`config.mk`:
```
export PLATFORM = sky130hd
export DESIGN_NAME = ecc1_corrector
export DESIGN_NICKNAME = d
export VERILOG_FILES = /design/src/rtl/ecc1_pkg.sv /design/src/rtl/ecc1_pack.sv /design/src/rtl/ecc1_classify.sv /design/src/rtl/ecc1_fixstage.sv /design/src/rtl/ecc1_corrector.sv
export SDC_FILE = /design/constraint.sdc
export NUM_CORES = 1
export LEC_CHECK = 0
export ABC_CLOCK_PERIOD_IN_PS = 2400
export BUFFER_PORTS_ARGS = -buffer_cell sky130_fd_sc_hd__buf_2
export CORE_ASPECT_RATIO = 1.5
export CORE_MARGIN = 4
export CORE_UTILIZATION = 49
export DETAILED_ROUTE_END_ITERATION = 16
export GPL_TIMING_DRIVEN = 0
export PLACE_DENSITY = 0.93
export SETUP_SLACK_MARGIN = 0.4
export SLEW_MARGIN = 20
export SYNTH_ARGS = -nofsm -noshare
export SYNTH_HDL_FRONTEND = slang
export SYNTH_SLANG_ARGS = --single-unit
export TNS_END_PERCENT = 10
```
`constraint.sdc`:
```
create_clock -name clk -period 2.4 [get_ports clk]
set_input_delay 0.6 -clock clk [delete_from_list [all_inputs] [get_ports clk]]
set_output_delay 0.6 -clock clk [all_outputs]
set_load 0.005 [all_outputs]
```
`src/rtl/ecc1_pkg.sv`:
```
package ecc1_pkg;
  typedef enum logic [1:0] {
    ST_CLEAN = 2'd0,
    ST_FIXED = 2'd1,
    ST_CODE  = 2'd2,
    ST_BAD   = 2'd3
  } ecc_stat_e;
endpackage

```
`src/rtl/ecc1_pack.sv`:
```
module ecc1_pack #(
  parameter int RAW_W  = 32,
  parameter int HALF_W = 12,
  parameter int HI_LSB = 16
) (
  input  logic [RAW_W-1:0]    raw,
  output logic [2*HALF_W-1:0] code
);
  // upper half sits HI_LSB bits up in the accumulator; invert for erased pages
  assign code = ~{raw[HI_LSB+HALF_W-1:HI_LSB], raw[HALF_W-1:0]};
endmodule

```
`src/rtl/ecc1_classify.sv`:
```
module ecc1_classify
  import ecc1_pkg::*;
#(
  parameter int HALF_W      = 12,
  parameter int BLOCK_BYTES = 512
) (
  input  logic [2*HALF_W-1:0] stored,
  input  logic [2*HALF_W-1:0] calc,
  output ecc_stat_e           status,
  output logic [HALF_W-4:0]   offset,
  output logic [2:0]          bitpos
);
  localparam int OFF_W = HALF_W - 3;
  localparam logic [OFF_W:0] LIMIT = (OFF_W + 1)'(BLOCK_BYTES);

  logic [2*HALF_W-1:0] diff;
  logic [HALF_W-1:0]   fold;
  logic [OFF_W-1:0]    off_f;
  logic                in_range;

  assign diff     = calc ^ stored;
  assign fold     = diff[HALF_W-1:0] ^ diff[2*HALF_W-1:HALF_W];
  assign off_f    = diff[2*HALF_W-1:HALF_W+3];
  assign in_range = {1'b0, off_f} < LIMIT;

  always_comb begin
    status = ST_BAD;
    offset = '0;
    bitpos = '0;
    if (diff == '0) begin
      status = ST_CLEAN;
    end else if (&fold) begin
      if (in_range) begin
        status = ST_FIXED;
        offset = off_f;
        bitpos = diff[HALF_W+2:HALF_W];
      end
    end else if ($onehot(diff)) begin
      status = ST_CODE;
    end
  end
endmodule

```
`src/rtl/ecc1_fixstage.sv`:
```
module ecc1_fixstage #(
  parameter int OFF_W  = 9,
  parameter int DATA_W = 8
) (
  input  logic                      clk,
  input  logic                      rst_n,
  input  logic                      s_valid,
  output logic                      s_ready,
  input  logic [OFF_W-1:0]          s_offset,
  input  logic [DATA_W-1:0]         s_data,
  input  logic                      fix_en,
  input  logic [OFF_W-1:0]          fix_off,
  input  logic [$clog2(DATA_W)-1:0] fix_bit,
  output logic                      m_valid,
  input  logic                      m_ready,
  output logic [DATA_W-1:0]         m_data
);
  logic [DATA_W-1:0] mask;
  logic              hit;

  assign hit = fix_en && (s_offset == fix_off);

  for (genvar i = 0; i < DATA_W; i++) begin : g_mask
    assign mask[i] = hit && (fix_bit == i[$clog2(DATA_W)-1:0]);
  end

  assign s_ready = !m_valid || m_ready;

  always_ff @(posedge clk or negedge rst_n) begin
    if (!rst_n) begin
      m_valid <= 1'b0;
      m_data  <= '0;
    end else if (s_ready) begin
      m_valid <= s_valid;
      if (s_valid) m_data <= s_data ^ mask;
    end
  end
endmodule

```
`src/rtl/ecc1_corrector.sv`:
```
module ecc1_corrector
  import ecc1_pkg::*;
#(
  parameter int HALF_W      = 12,
  parameter int RAW_W       = 32,
  parameter int BLOCK_BYTES = 512
) (
  input  logic                clk,
  input  logic                rst_n,
  input  logic [RAW_W-1:0]    raw_acc,
  output logic [2*HALF_W-1:0] packed_code,
  input  logic                cmp_req,
  input  logic [2*HALF_W-1:0] stored_code,
  input  logic [2*HALF_W-1:0] calc_code,
  output logic                res_valid,
  output logic [1:0]          res_status,
  output logic [HALF_W-4:0]   res_offset,
  output logic [2:0]          res_bit,
  input  logic                s_valid,
  output logic                s_ready,
  input  logic [HALF_W-4:0]   s_offset,
  input  logic [7:0]          s_data,
  output logic                m_valid,
  input  logic                m_ready,
  output logic [7:0]          m_data
);
  localparam int OFF_W = HALF_W - 3;

  ecc_stat_e        c_status;
  logic [OFF_W-1:0] c_offset;
  logic [2:0]       c_bit;
  ecc_stat_e        r_status;

  ecc1_pack #(.RAW_W(RAW_W), .HALF_W(HALF_W), .HI_LSB(16)) u_pack (
    .raw  (raw_acc),
    .code (packed_code)
  );

  ecc1_classify #(.HALF_W(HALF_W), .BLOCK_BYTES(BLOCK_BYTES)) u_cls (
    .stored (stored_code),
    .calc   (calc_code),
    .status (c_status),
    .offset (c_offset),
    .bitpos (c_bit)
  );

  always_ff @(posedge clk or negedge rst_n) begin
    if (!rst_n) begin
      res_valid  <= 1'b0;
      r_status   <= ST_CLEAN;
      res_offset <= '0;
      res_bit    <= '0;
    end else begin
      res_valid <= cmp_req;
      if (cmp_req) begin
        r_status   <= c_status;
        res_offset <= c_offset;
        res_bit    <= c_bit;
      end
    end
  end

  assign res_status = r_status;

  ecc1_fixstage #(.OFF_W(OFF_W), .DATA_W(8)) u_fix (
    .clk      (clk),
    .rst_n    (rst_n),
    .s_valid  (s_valid),
    .s_ready  (s_ready),
    .s_offset (s_offset),
    .s_data   (s_data),
    .fix_en   (r_status == ST_FIXED),
    .fix_off  (res_offset),
    .fix_bit  (res_bit),
    .m_valid  (m_valid),
    .m_ready  (m_ready),
    .m_data   (m_data)
  );
endmodule

```
After elaboration in Yosys (flattened, before gate mapping) --
Cells that the tools add are included.
Cells by class: magnitude comparators 0, multipliers 0, add/sub/neg operators 23, bitwise gates (word level) 4, equal/unequal tests 10, shift operators 0, muxes and demuxes 7, divide/modulo/power cells 0, reduce and logical (&&, ||, !) cells 15
Operators by type and width (number):
- $add A5 B5 Y5 | 11
- $add A1 B1 Y2 | 12
- $logic_not A24 Y1 | 1
- $not A24 Y24 | 1
- $xor A24 B24 Y24 | 1
- $mux W9 | 2
- $eq A3 B3 Y1 const B | 4
- $reduce_and A12 Y1 | 1
- $xor A12 B12 Y12 | 1
- $eq A9 B9 Y1 | 1
- $logic_and A1 B1 Y1 | 9
- $xor A8 B8 Y8 | 1
- $eq A3 B2 Y1 const B | 2
- $mux W3 | 2
- $eq A5 B1 Y1 const B | 1
- $mux W2 | 2
- $eq A3 B1 Y1 const B | 1
- $logic_not A3 Y1 | 1
- $eq A2 B1 Y1 const B | 1
- $reduce_and A2 Y1 | 1
- $logic_not A1 Y1 | 1
- $logic_or A1 B1 Y1 | 1
- $mux W1 | 1
Storage, ports and cells: ROM bits 0, memory bits (writable) 0, latch bits 0, flip-flop bits (word level) 24, memories 0

Longest topological paths before layout --
word-level depth 10, mapped depth 18

Hierarchy --
Synthesis repeated with hierarchy kept, for this count alone.
Second synthesis, totals: cells, all modules 246, area total of the unflattened synthesis 2347.3 µm²
By module, submodules not included:
- ecc1_classify | cells an instance 120, area each 1058.5 µm², instances 1
- ecc1_fixstage | cells an instance 71, area each 648.1 µm², instances 1
- ecc1_corrector | cells an instance 31, area each 550.5 µm², instances 1
- ecc1_pack | cells an instance 24, area each 90.1 µm², instances 1

Least setup slack after synthesis --
No wires, ideal clock.
path kind input port to flip-flop, start input stored_code[22], end register r_status[0] (netlist: res_status[0]), cell stages on the path 16, path slack -2.865 ns, arrival time 5.139 ns, library setup time 0.126 ns, buffers on the path 0, data required time 2.274 ns, cells stage by stage xnor2_1 -> inv_1 -> ha_1 -> fa_1 -> inv_1 -> fa_1 -> fa_1 -> fa_1 -> inv_1 -> fa_1 -> ha_1 -> fa_1 -> nand2b_1 -> o221ai_1 -> a31oi_1 -> a311o_1
Between the ends: word-level cells in the longest chain between the ends 9, elaborated cells between the ends (all ways) 12, classes of those cells add/sub (4); eq/ne (1); mux (3); bitwise (2); reduce/logical (2)
Ends and longest elaborated chain:
- start: declaration | line ecc1_corrector.sv:13 | input logic [2*HALF_W-1:0] stored_code,
- $xor A24 B24 Y24 (*) | line ecc1_classify.sv:21 | assign diff = calc ^ stored;
- $add A1 B1 Y2 (not written as such) | line ecc1_classify.sv:38 | end else if ($onehot(diff)) begin
- $add A5 B5 Y5 (not written as such) (3 in a row) | line ecc1_classify.sv:38
- $eq A5 B1 Y1 | line ecc1_classify.sv:38
- $mux W1 | line ecc1_classify.sv:38
- $mux W2 | line ecc1_classify.sv:32 | end else if (&fold) begin
- $mux W2 (*) | line ecc1_classify.sv:30 | if (diff == '0) begin
- end signal: assignment | line ecc1_corrector.sv:56 | r_status <= c_status;
- end: declaration | line ecc1_corrector.sv:32 | ecc_stat_e r_status;
Mark *: on every way between the ends. The rest lies on a longest branch, timed or not. A chain may end at the register's enable or synchronous reset.

Worst setup path after layout --
start input stored_code[23], end register r_status[0] (netlist: res_status[0])
The elaborated chain is that of the path after synthesis.

==> flow_metrics.env <==
export IMPL_final_util_pct=76.35
export IMPL_cpMaxStageDelayCell="fa_1"
export IMPL_crit_chain="buf_2, xnor2_4, inv_2, ha_4, fa_1, inv_2, fa_1, fa_1, fa_1, inv_1, fa_1, ha_2, fa_2, nand2b_4, o221ai_4, a31oi_2, a311o_1"
export IMPL_worstPathRequired_ns=2.55
export IMPL_grtUsageTotal_pct=21.99
export IMPL_holdCritPathClass="in -> async"
export IMPL_finish_net_count=601
export IMPL_endpoint="res_status[0]"
export IMPL_grt_pass1_wl_mm=12.30
export IMPL_drtIter0Drc=167
export IMPL_dieArea_mm2=0.006889
export IMPL_synthesis_area_mm2=0.002745
export IMPL_met1_usage_pct=21.18
export IMPL_drt_wl_total_mm=7.832
export IMPL_synth_seq_cells=24
export IMPL_slowest_delay_ns=0.58
export IMPL_r2r_end="u_fix.m_data[2]"
export IMPL_core_mm2=0.005450
export IMPL_crit_start="stored_code[23]"
export IMPL_grt_busiest_layer="met2"
export IMPL_max_clock_path_buffers=2
export IMPL_hold_viol=0
export IMPL_die_w_um=69.12
export IMPL_fillers=337
export IMPL_fmax_mhz=202.3
export IMPL_cts_max_level=1
export IMPL_tightest_slew_ns=0.7910
export IMPL_cts_tree="done"
export IMPL_powerDensity_mw_per_mm2=929.9
export IMPL_hpwlAfterDp_mm=6.328
export IMPL_r2r_slack_ns=0.59
export IMPL_ys_types=30
export IMPL_synth_edff_count=0
export IMPL_cpMostUsedCell="fa_1"
export IMPL_holdWs_ns=0.2966
export IMPL_postRouteAntennaNets=0
export IMPL_slew_violations=0
export IMPL_first_global_vias=2791
export IMPL_overflow=0
export IMPL_cts_made_buffers=3
export IMPL_clock_sinks=24
export IMPL_path_depth=17
export IMPL_cp_top_family="adder cells"
export IMPL_violations="negative setup slack"
export IMPL_grt_use_met2_pct=44.19
export IMPL_worstPathArrival_ns=5.10
export IMPL_num_vias=2569
export IMPL_initial_core_util_pct=50.37
export IMPL_fin_crit_ns=4.944
export IMPL_cp_num_buf_inv=4
export IMPL_timing_rr_start="res_offset[4]"
export IMPL_antenna_cells=0
export IMPL_syn_avg_cell_area_um2=9.433
export IMPL_relSlewSlack_pct=47.27
export IMPL_globalplace_congestion=0.8607
export IMPL_end_kind="register"
export IMPL_clk_pin_slew_ns=0.09
export IMPL_synthCells=291
export IMPL_cts_hold_fix_buffers=0
export IMPL_final_cell_mix="buf_2 (139), inv_1 (80), xnor2_1 (29)"
export IMPL_status="complete, but fails checks"
export IMPL_ys_warn_count=0
export IMPL_die_y_um=99.67
export IMPL_drt_first_pass_iters=4
export IMPL_mostFrequentLayoutCell="buf_2"
export IMPL_synth_nets=442
export IMPL_start_kind="primary input"
export IMPL_vias_per_cell=4.950
export IMPL_worst_slack_ns=-2.544
export IMPL_cap_viol_max_count=0
export IMPL_cts_root_buffer="clkbuf_8"
export IMPL_wl_per_cell_um=15.09
export IMPL_p_leak_nw=2.144
export IMPL_rsz0062_at_grt="yes"
export IMPL_drive_gt1_share_pct=49.44
export IMPL_async_reset_ff_share_pct=100.0
export IMPL_finClkSkew_ns=0.005612
export IMPL_synthToLayoutAreaGrowth_pct=51.60
export IMPL_insertion_delay_ns=0.27
export IMPL_finalSetupViolations=1
export IMPL_synth_seq_area_share_pct=21.88
export IMPL_synth_ff_type="dfrtp_1"
export IMPL_critical_path_class="in -> reg"
export IMPL_port_buffers=142
export IMPL_grt_max_degree=25
export IMPL_post_route_drc_count=0
export IMPL_gr_usage_met3_pct=3.842
export IMPL_io_pins=151
export IMPL_critPathMaxFanout=4
export IMPL_antenna_found_initial=0
export IMPL_peakVddDrop_mv=1.315
export IMPL_fin_crit_sh_pct=206.0
export IMPL_r2r_cells=5
export IMPL_rows=33
worst min path at each step:
stage | start | end | slack [ns] | cells after the start
6_report | rst_n | u_fix.m_data[4] | 0.30 | 1
4_1_cts | rst_n | u_fix.m_data[4] | 0.31 | 1
2_1_floorplan | rst_n | res_bit[0] | 0.30 | 0
3_3_place_gp | u_fix.m_data[7] | u_fix.m_data[7] | 0.46 | 2
3_5_place_dp | u_fix.m_data[5] | u_fix.m_data[5] | 0.46 | 2
5_1_grt | rst_n | res_valid | 0.35 | 1
synth_stat cells, types with 3 or more instances:
cell / number / area share, %
dfrtp_1: 24 / 22
fa_1: 19 / 14
ha_1: 30 / 14
inv_1: 87 / 12
nand2_1: 13 / 1.8
nand2b_1: 4 / 0.91
nand3_1: 6 / 1.1
nand4_1: 7 / 1.6
nor2_1: 3 / 0.41
nor4_1: 8 / 1.8
o21ai_0: 9 / 1.6
o22ai_2: 7 / 3.2
o2bb2ai_2: 3 / 1.6
xnor2_1: 39 / 12
xnor2_2: 4 / 2.4
xor2_1: 8 / 2.6
logic make-up (layout without fill, tap and decap cells):
group / count (synthesis) / count (layout) / share of synthesized area, %
buffers and inverters: 90 / 248 / 12.58
adders and majority gates: 49 / 49 / 27.53
AOI/OAI and AO/OA: 27 / 27 / 8.979
xor gates and xnor gates: 53 / 53 / 19.37
DFF: 24 / 24 / 21.88
and+or+nand+nor: 48 / 48 / 9.663
area by class of cell:
class	instances	area, µm²	area share [%]
clock inverters	1	30.03	0.7216
well taps	70	87.58	2.105
repair buffers	154	815.8	19.60
inverters	87	326.6	7.847
flip-flops and latches	24	600.6	14.43
multi-input cells	177	2232	53.64
plain buffers	3	27.53	0.6615
clock buffers	3	41.29	0.9922
where the power goes:
group          total (mW)  switching [mW]  internal [mW]
Sequential          0.452          0.0182          0.434
Clock               0.354           0.131          0.223
Combinational        3.06            1.60           1.47
state kept, by name (all words and copies together) (netlist names):
| register | count |
|---|---|
| res_bit | 3 |
| res_valid | 1 |
| res_status | 2 |
| u_fix.m_valid | 1 |
| res_offset | 9 |
| u_fix.m_data | 8 |
metal layers:
metal / vias to the layer above / wire, µm
met4: 0 / 226
li1: 1204 / -
met3: 24 / 552
met2: 131 / 4576
met1: 1210 / 2476
met5: - / 0
metrics by stage:
step	cell area, µm²	TNS [ns]	power, mW	cells	setup WS, ns
after global placement	3805	-4.396	2.875	503	-2.782
after detailed placement	3805	-5.155	3.144	503	-2.885
after CTS	4010	-2.561	3.686	517	-2.561
final	4161	-2.544	3.870	519	-2.544
after global routing	4161	-2.672	4.237	519	-2.672
after floorplan	3007	-2.390	2.471	291	-2.390
what timing repair did:
item                                    in CTS  in global routing
resized for setup                           12                 26
endpoints found under the setup margin      14                 14
buffers inserted                            10                  2
endpoints found under the hold margin        0                  0
pin swaps                                   10                 21
No activity file was read; power rests on OpenSTA's default activity.
